==> config.mk <==
export PLATFORM = sky130hd
export DESIGN_NAME = mem_bridge
export DESIGN_NICKNAME = d
export VERILOG_FILES = /design/src/rtl/mb_pkg.sv /design/src/rtl/mb_addr_reg.sv /design/src/rtl/mb_data_reg.sv /design/src/rtl/mb_xfer_ctl.sv /design/src/rtl/mem_bridge.sv
export SDC_FILE = /design/constraint.sdc
export NUM_CORES = 1
export LEC_CHECK = 0
export BUFFER_PORTS_ARGS = -buffer_cell sky130_fd_sc_hd__buf_2
export CAP_MARGIN = 20
export CORE_ASPECT_RATIO = 0.75
export CORE_MARGIN = 10
export CORE_UTILIZATION = 30
export DETAILED_ROUTE_END_ITERATION = 16
export GPL_TIMING_DRIVEN = 0
export PLACE_DENSITY_LB_ADDON = 0.25
export SKIP_CTS_REPAIR_TIMING = 1
export SYNTH_ARGS = -nofsm -noshare
export SYNTH_HDL_FRONTEND = slang
export SYNTH_SLANG_ARGS = --single-unit
==> constraint.sdc <==
create_clock -name clk -period 4.3 [get_ports clk]
set_input_delay 0.645 -clock clk [delete_from_list [all_inputs] [get_ports clk]]
set_output_delay 0.645 -clock clk [all_outputs]
set_load 0.03 [all_outputs]
==> src/rtl/mb_pkg.sv <==
// Shared types for the memory transfer bridge.
// Assumes: nothing beyond a two-bit state encoding.
package mb_pkg;
    typedef enum logic [1:0] {
        XS_IDLE = 2'd0,
        XS_RD   = 2'd1,
        XS_WR   = 2'd2
    } xfer_st_t;
endpackage

==> src/rtl/mb_addr_reg.sv <==
// Address register: loads from the internal bus, drives external address lines.
// Assumes: when AW exceeds DW the upper address bits are filled with zero.
module mb_addr_reg #(
    parameter int AW = 16,
    parameter int DW = 16
) (
    input  logic          clk,
    input  logic          rst_n,
    input  logic          load,
    input  logic [DW-1:0] ibus_in,
    output logic [AW-1:0] addr_o
);
    logic [AW-1:0] next_addr;

    // Pick the bus bits that form an address, by width relation.
    generate
        if (AW <= DW) begin : g_slice
            assign next_addr = ibus_in[AW-1:0];
        end else begin : g_extend
            assign next_addr = {{(AW-DW){1'b0}}, ibus_in};
        end
    endgenerate

    // Hold the address until the sequencer loads a new one.
    always_ff @(posedge clk) begin
        if (!rst_n)    addr_o <= '0;
        else if (load) addr_o <= next_addr;
    end
endmodule

==> src/rtl/mb_data_reg.sv <==
// Data register with two input and two output paths.
// Assumes: the external load wins over the internal load; an internal
// load/drive conflict cancels both internal actions and flags an error.
module mb_data_reg #(
    parameter int DW = 16
) (
    input  logic          clk,
    input  logic          rst_n,
    input  logic          ld_int,
    input  logic          drv_int,
    input  logic          ld_ext,
    input  logic [DW-1:0] ibus_in,
    input  logic [DW-1:0] ext_rdata,
    output logic [DW-1:0] data_o,
    output logic [DW-1:0] ibus_out,
    output logic          ibus_oe,
    output logic          ctl_err
);
    logic clash;

    // Detect both internal-bus enables raised in one step.
    assign clash = ld_int & drv_int;

    // Update the stored word from the selected input path.
    always_ff @(posedge clk) begin
        if (!rst_n)                data_o <= '0;
        else if (ld_ext)           data_o <= ext_rdata;
        else if (ld_int && !clash) data_o <= ibus_in;
    end

    // Register the conflict as a one-cycle error pulse.
    always_ff @(posedge clk) begin
        if (!rst_n) ctl_err <= 1'b0;
        else        ctl_err <= clash;
    end

    // Drive the internal bus only when the step is unambiguous.
    always_comb begin
        ibus_oe  = drv_int & ~ld_int;
        ibus_out = ibus_oe ? data_o : '0;
    end
endmodule

==> src/rtl/mb_xfer_ctl.sv <==
// Transfer controller: opens a read or write and waits for completion.
// Assumes: mfc is synchronous to clk and sampled only while a transfer is open.
module mb_xfer_ctl
    import mb_pkg::*;
(
    input  logic clk,
    input  logic rst_n,
    input  logic rd_req,
    input  logic wr_req,
    input  logic mfc,
    output logic busy,
    output logic ext_rd,
    output logic ext_wr,
    output logic req_err
);
    xfer_st_t st_q;
    logic     any_req;
    logic     bad_req;

    // Classify the incoming request against the current state.
    always_comb begin
        any_req = rd_req | wr_req;
        bad_req = (st_q != XS_IDLE) ? any_req : (rd_req & wr_req);
    end

    // Advance the transfer state; close on a sampled completion.
    always_ff @(posedge clk) begin
        if (!rst_n) begin
            st_q <= XS_IDLE;
        end else begin
            unique case (st_q)
                XS_IDLE: begin
                    if (rd_req && !wr_req)      st_q <= XS_RD;
                    else if (wr_req && !rd_req) st_q <= XS_WR;
                end
                XS_RD, XS_WR: begin
                    if (mfc) st_q <= XS_IDLE;
                end
                default: st_q <= XS_IDLE;
            endcase
        end
    end

    // Register the rejected-request pulse.
    always_ff @(posedge clk) begin
        if (!rst_n) req_err <= 1'b0;
        else        req_err <= bad_req;
    end

    // Decode the command lines from the state.
    always_comb begin
        busy   = (st_q != XS_IDLE);
        ext_rd = (st_q == XS_RD);
        ext_wr = (st_q == XS_WR);
    end
endmodule

==> src/rtl/mem_bridge.sv <==
// Top of the memory transfer bridge: address register, data register and
// transfer controller joined between the internal and external buses.
// Assumes: one sequencer owns every control input; reset is synchronous.
module mem_bridge #(
    parameter int AW = 16,
    parameter int DW = 16
) (
    input  logic          clk,
    input  logic          rst_n,
    input  logic [DW-1:0] ibus_in,
    input  logic          addr_ld,
    input  logic          dr_ld_int,
    input  logic          dr_drv_int,
    input  logic          dr_ld_ext,
    input  logic          dr_drv_ext,
    input  logic          rd_req,
    input  logic          wr_req,
    output logic [DW-1:0] ibus_out,
    output logic          ibus_oe,
    output logic [AW-1:0] ext_addr,
    output logic          ext_rd,
    output logic          ext_wr,
    output logic [DW-1:0] ext_wdata,
    output logic          ext_wdata_oe,
    input  logic [DW-1:0] ext_rdata,
    input  logic          mfc,
    output logic          busy,
    output logic          ctl_err,
    output logic          req_err
);
    mb_addr_reg #(.AW(AW), .DW(DW)) u_addr (
        .clk     (clk),
        .rst_n   (rst_n),
        .load    (addr_ld),
        .ibus_in (ibus_in),
        .addr_o  (ext_addr)
    );

    mb_data_reg #(.DW(DW)) u_data (
        .clk       (clk),
        .rst_n     (rst_n),
        .ld_int    (dr_ld_int),
        .drv_int   (dr_drv_int),
        .ld_ext    (dr_ld_ext),
        .ibus_in   (ibus_in),
        .ext_rdata (ext_rdata),
        .data_o    (ext_wdata),
        .ibus_out  (ibus_out),
        .ibus_oe   (ibus_oe),
        .ctl_err   (ctl_err)
    );

    mb_xfer_ctl u_ctl (
        .clk     (clk),
        .rst_n   (rst_n),
        .rd_req  (rd_req),
        .wr_req  (wr_req),
        .mfc     (mfc),
        .busy    (busy),
        .ext_rd  (ext_rd),
        .ext_wr  (ext_wr),
        .req_err (req_err)
    );

    // Outward drive enable is a direct step control.
    assign ext_wdata_oe = dr_drv_ext;
endmodule

[After elaboration in Yosys (flattened, before gate mapping)]
Index checks and enable logic that the tools add are counted.
Word-level totals
  input port bits: 42
  output and inout port bits: 55
  flip-flop bits (word level): 36
Operators by class
  reductions and logical operators: 11
  mux-type cells: 8
  equality and inequality tests: 4
  bitwise logic cells: 5
Operators by type and width (number)
  16-bit two-way mux: 3
  2-bit two-way mux: 3
  2-bit case mux with 2 select lines: 1
  2-bit nonzero test: 2
  1-bit AND: 3
  1-bit logical AND: 3
  1-bit logical NOT: 3
  3-bit by 1-bit inequality test with 1-bit output (second input constant): 1
  2-bit by 1-bit equality test with 1-bit output (second input constant): 1
  2-bit equality test (second input constant): 1
  2-bit logical NOT: 1
  2-bit inequality test (second input constant): 1
  2-bit AND reduction: 1
  2-bit OR reduction: 1
  1-bit two-way mux: 1
  1-bit inverter: 1
  1-bit bitwise OR: 1

[Longest topological paths before layout]
  word-level depth: 5
  depth in mapped cells: 5

[Modules after synthesis]
A second synthesis with hierarchy kept.
Unflattened totals
  cells, all modules: 170
  area total of the unflattened synthesis: 1707.9 sq um
By module, submodules not included
  mb_data_reg: area each 847.1 sq um, sequential area each 340.3 sq um, times used 1, cells an instance 92
  mb_addr_reg: area each 615.6 sq um, sequential area each 320.3 sq um, times used 1, cells an instance 51
  mb_xfer_ctl: area each 237.7 sq um, sequential area each 60.1 sq um, times used 1, cells an instance 26
  mem_bridge: area each 7.5 sq um, sequential area each 0.0 sq um, times used 1, cells an instance 1

[Worst setup path after synthesis]
OpenSTA, ideal clock, no wires.
  path kind: input -> output
  from: in dr_ld_int
  to: out ibus_out[10]
  setup slack: 2.205 ns
  cell stages on the path: 3
  required time: 3.655 ns
  arrival: 1.450 ns
  path through: and2b_2 > buf_2 > and2_1
Between the ends
  word-level cells in the longest chain between the ends: 3
Ends and longest elaborated chain
  start: declaration: RTL line mem_bridge.sv:12  | input logic dr_ld_int,
  1-bit inverter: RTL line mb_data_reg.sv:39  | ibus_oe = drv_int & ~ld_int;
  1-bit AND: RTL line mb_data_reg.sv:39
  named net ibus_oe: RTL line mem_bridge.sv:19  | output logic ibus_oe,
  16-bit two-way mux: RTL line mb_data_reg.sv:40  | ibus_out = ibus_oe ? data_o : '0;
  end: declaration: RTL line mem_bridge.sv:18  | output logic [DW-1:0] ibus_out,
The timed path passes the listed nets, and every way through them passes these cells.

[Worst setup path in the final report]
  from: in dr_ld_int
  to: out ibus_out[4]
Between the ends
  word-level cells in the longest chain between the ends: 3
Ends and longest elaborated chain (RTL line)
  1-bit inverter: mb_data_reg.sv:39
  1-bit AND: mb_data_reg.sv:39
  16-bit two-way mux: mb_data_reg.sv:40
Every way passes these cells.

==> metrics <==
Syn Nets=213; CTS tree=done; crit share post-route=0.5391; worst slew pin tran=507.5 ps; leakage=0.001261 µW; clock skew=0.6809 ps; YS warnings=0; # diodes=0; worst-path cell with the longest stage delay=and2b_2; sw frac=0.2985; post-synthesis compound-gate area fraction=0.1124; Worst Path Required=3650 ps; Yosys top cell area share=0.4434; Ports=97; combinational family with the most area after synthesis=multiplexers; share of cells above drive strength 1=0.4185; Max Freq=0.4314 GHz; WL/cell=15.30 µm; Starting Density=0.3069; total CTS buffers=5; DRC Markers=0; Gate power share=0.230; status=complete, no violations; RSZ-0062 raised after global routing=false; # nets final=314; Data arrival, critical path=1670 ps; Seq/Total Area, Yosys=0.4434; Critical Path, Cell by Cell=buf_2 > and2b_2 > buf_2 > and2_1 > buf_2; R2R Setup Slk=2810 ps; clock root buffer=clkbuf_8; Top delay family on crit path=buffers and inverters; number of global-route vias before repair=1521; NetSw=255.4 µW; Pwr per Cell Area=372.5 mW/mm²; Clock power frac=0.337; Place WS=1956 ps; register area=720.7 µm²; Synth area leader=dfxtp_1; HP Class=flip-flop to flip-flop; Die Ht=83.75 µm; 1st-pass router iterations=5; Clock Latency Late Sink=280 ps; Initial DRC Count=38; PnR worst setup slack=1982 ps; vias per cell=4.371; # setup viols final=0; mux cell area share after synthesis=0.1971; Flop pwr share=0.432; CP startpoint kind=input port; DP HPWL=4.219 mm; Remaining Overflow, GRT=0; Port Buf Inserts=94; area share of fa/ha/maj cells after synthesis=0.02309; max-cap violations=0; Mean Syn Cell Area=9.674 µm²; initial antenna violation count=0; Routability Congestion=0.7422; max incr delay on CP=330 ps; largest net degree at the start of global routing=12; WP buf/inv=3; die extent in x=105.0 µm; vias=1508; CP Capture Type=primary output; # clock sinks=36; #FFs+latches synth=36; Syn Std Cell Area=0.001625 mm²; Setup TNS Final=0 ps; CP max FO=10; Slew Limit Fails=0; synth top area cells=dfxtp_1, mux2i_1, and2_1, a21oi_1, o21ai_0; peak supply drop=0.1801 mV; fin crit period=2318 ps; H-Tree Depth=2; antenna-violating nets left=0; area of the multi-input gates=783.3 µm²; die area=0.008792 mm²; Post-Route Utilization=0.4338; Fin. Hold Viols=0; CTS max path bufs=2; XOR/XNOR share of the synthesized area=0; CORE AREA=0.005295 mm²; drt total wl=5.278 mm; gr usage total=0.1139; first-pass GRT wire length=8.100 mm; Rows=23; fillcell total=586; Slew HR=0.6617; clk slew on worst S/H paths=70 ps; Synth cell types=26; Layout area overhead=41.34%; cell mode on critical path=buf_2; Pint=600.3 µW; Synth Area in Simple Gates=0.1493; Crit Path Category=input port to primary output; cells after synthesis=168; total power=855.7 µW
-- routing by layer --
metal | wire length, µm | global-route usage | up-vias
met3 | 399 | 0.04630 | 4
li1 | - | - | 772
met4 | 51 | 0.03731 | 0
met5 | 0 | 0 | -
met2 | 2449 | 0.1810 | 48
met1 | 2378 | 0.1363 | 684
-- power by group through the flow --
| stage | Combinational [µW] | Sequential, µW | Clock (µW) |
|---|---|---|---|
| floorplan | 88.0 | 419 | 0 |
| global placement | 198 | 377 | 0 |
| detailed placement | 200 | 378 | 0 |
| CTS | 200 | 370 | 301 |
| global route | 214 | 373 | 313 |
| finish | 197 | 370 | 289 |
-- state kept, by name, indices dropped and copies added, names as in the netlist --
register / count
u_addr.addr_o: 16
u_data.ctl_err: 1
u_ctl.st_q: 2
u_data.data_o: 16
u_ctl.req_err: 1
-- worst paths after layout --
kind                           from                 to  depth (start not counted)
setup / recovery          dr_ld_int        ibus_out[4]                          5
hold / removal    u_addr.addr_o[11]  u_addr.addr_o[11]                          2
hold reg to reg   u_addr.addr_o[11]  u_addr.addr_o[11]                          2
setup reg to reg      u_ctl.st_q[0]      u_ctl.st_q[0]                          5
-- placed cells by master, fill, tap and decap left out, types with 4 or more instances in the layout --
| master | netlist | final |
|---|---|---|
| inv_1 | 4 | 4 |
| mux2i_1 | 32 | 32 |
| dfxtp_1 | 36 | 36 |
| clkbuf_8 | 1 | 6 |
| nor2_1 | 16 | 16 |
| o21ai_0 | 17 | 17 |
| buf_2 | 1 | 95 |
| a21oi_1 | 17 | 17 |
| and2_1 | 16 | 16 |
-- area by class of cell --
type	instances	area share
buffer	11	0.04466
inverter	5	0.008170
tap	75	0.04085
multi-input combinational	116	0.3410
clock buffer	6	0.03159
sequential	36	0.3137
clock inverter	2	0.01525
timing repair buffer	94	0.2048
-- synth_stat cells, drive strengths merged --
| library cell | instances |
|---|---|
| and3 | 1 |
| clkbuf | 3 |
| and2 | 16 |
| a21oi | 17 |
| ha | 3 |
| o21ai | 17 |
| and2b | 1 |
| inv | 5 |
| nand3 | 2 |
| or3 | 2 |
| nor2 | 16 |
| nand2 | 3 |
| nand2b | 3 |
| a31oi | 2 |
| dlygate4sd1 | 1 |
| nor2b | 1 |
| mux2i | 32 |
| buf | 7 |
| dfxtp | 36 |
-- metrics by stage --
stage / area, µm² / hold WS, ps / cells
2_1_floorplan: 1625 / 473.6 / 168
3_3_place_gp: 2190 / 470.3 / 337
3_5_place_dp: 2190 / 479.6 / 337
4_1_cts: 2297 / 496.9 / 345
5_1_grt: 2297 / 523.5 / 345
6_report: 2297 / 490.1 / 345
-- kinds of logic after synthesis --
family                   count (synthesis)
adder cells (fa/ha/maj)                  3
multiplexers                            32
buffers and inverters                   16
AND/OR/NAND/NOR                         45
AO/OA/AOI/OAI                           36
flip-flops                              36
-- worst min-delay path, cell delays in order (launching register included) --
cell and delay, ps:
dfxtp_1 320, mux2i_1 60, nor2_1 70
Note: power is estimated with default switching activity, not from simulation.
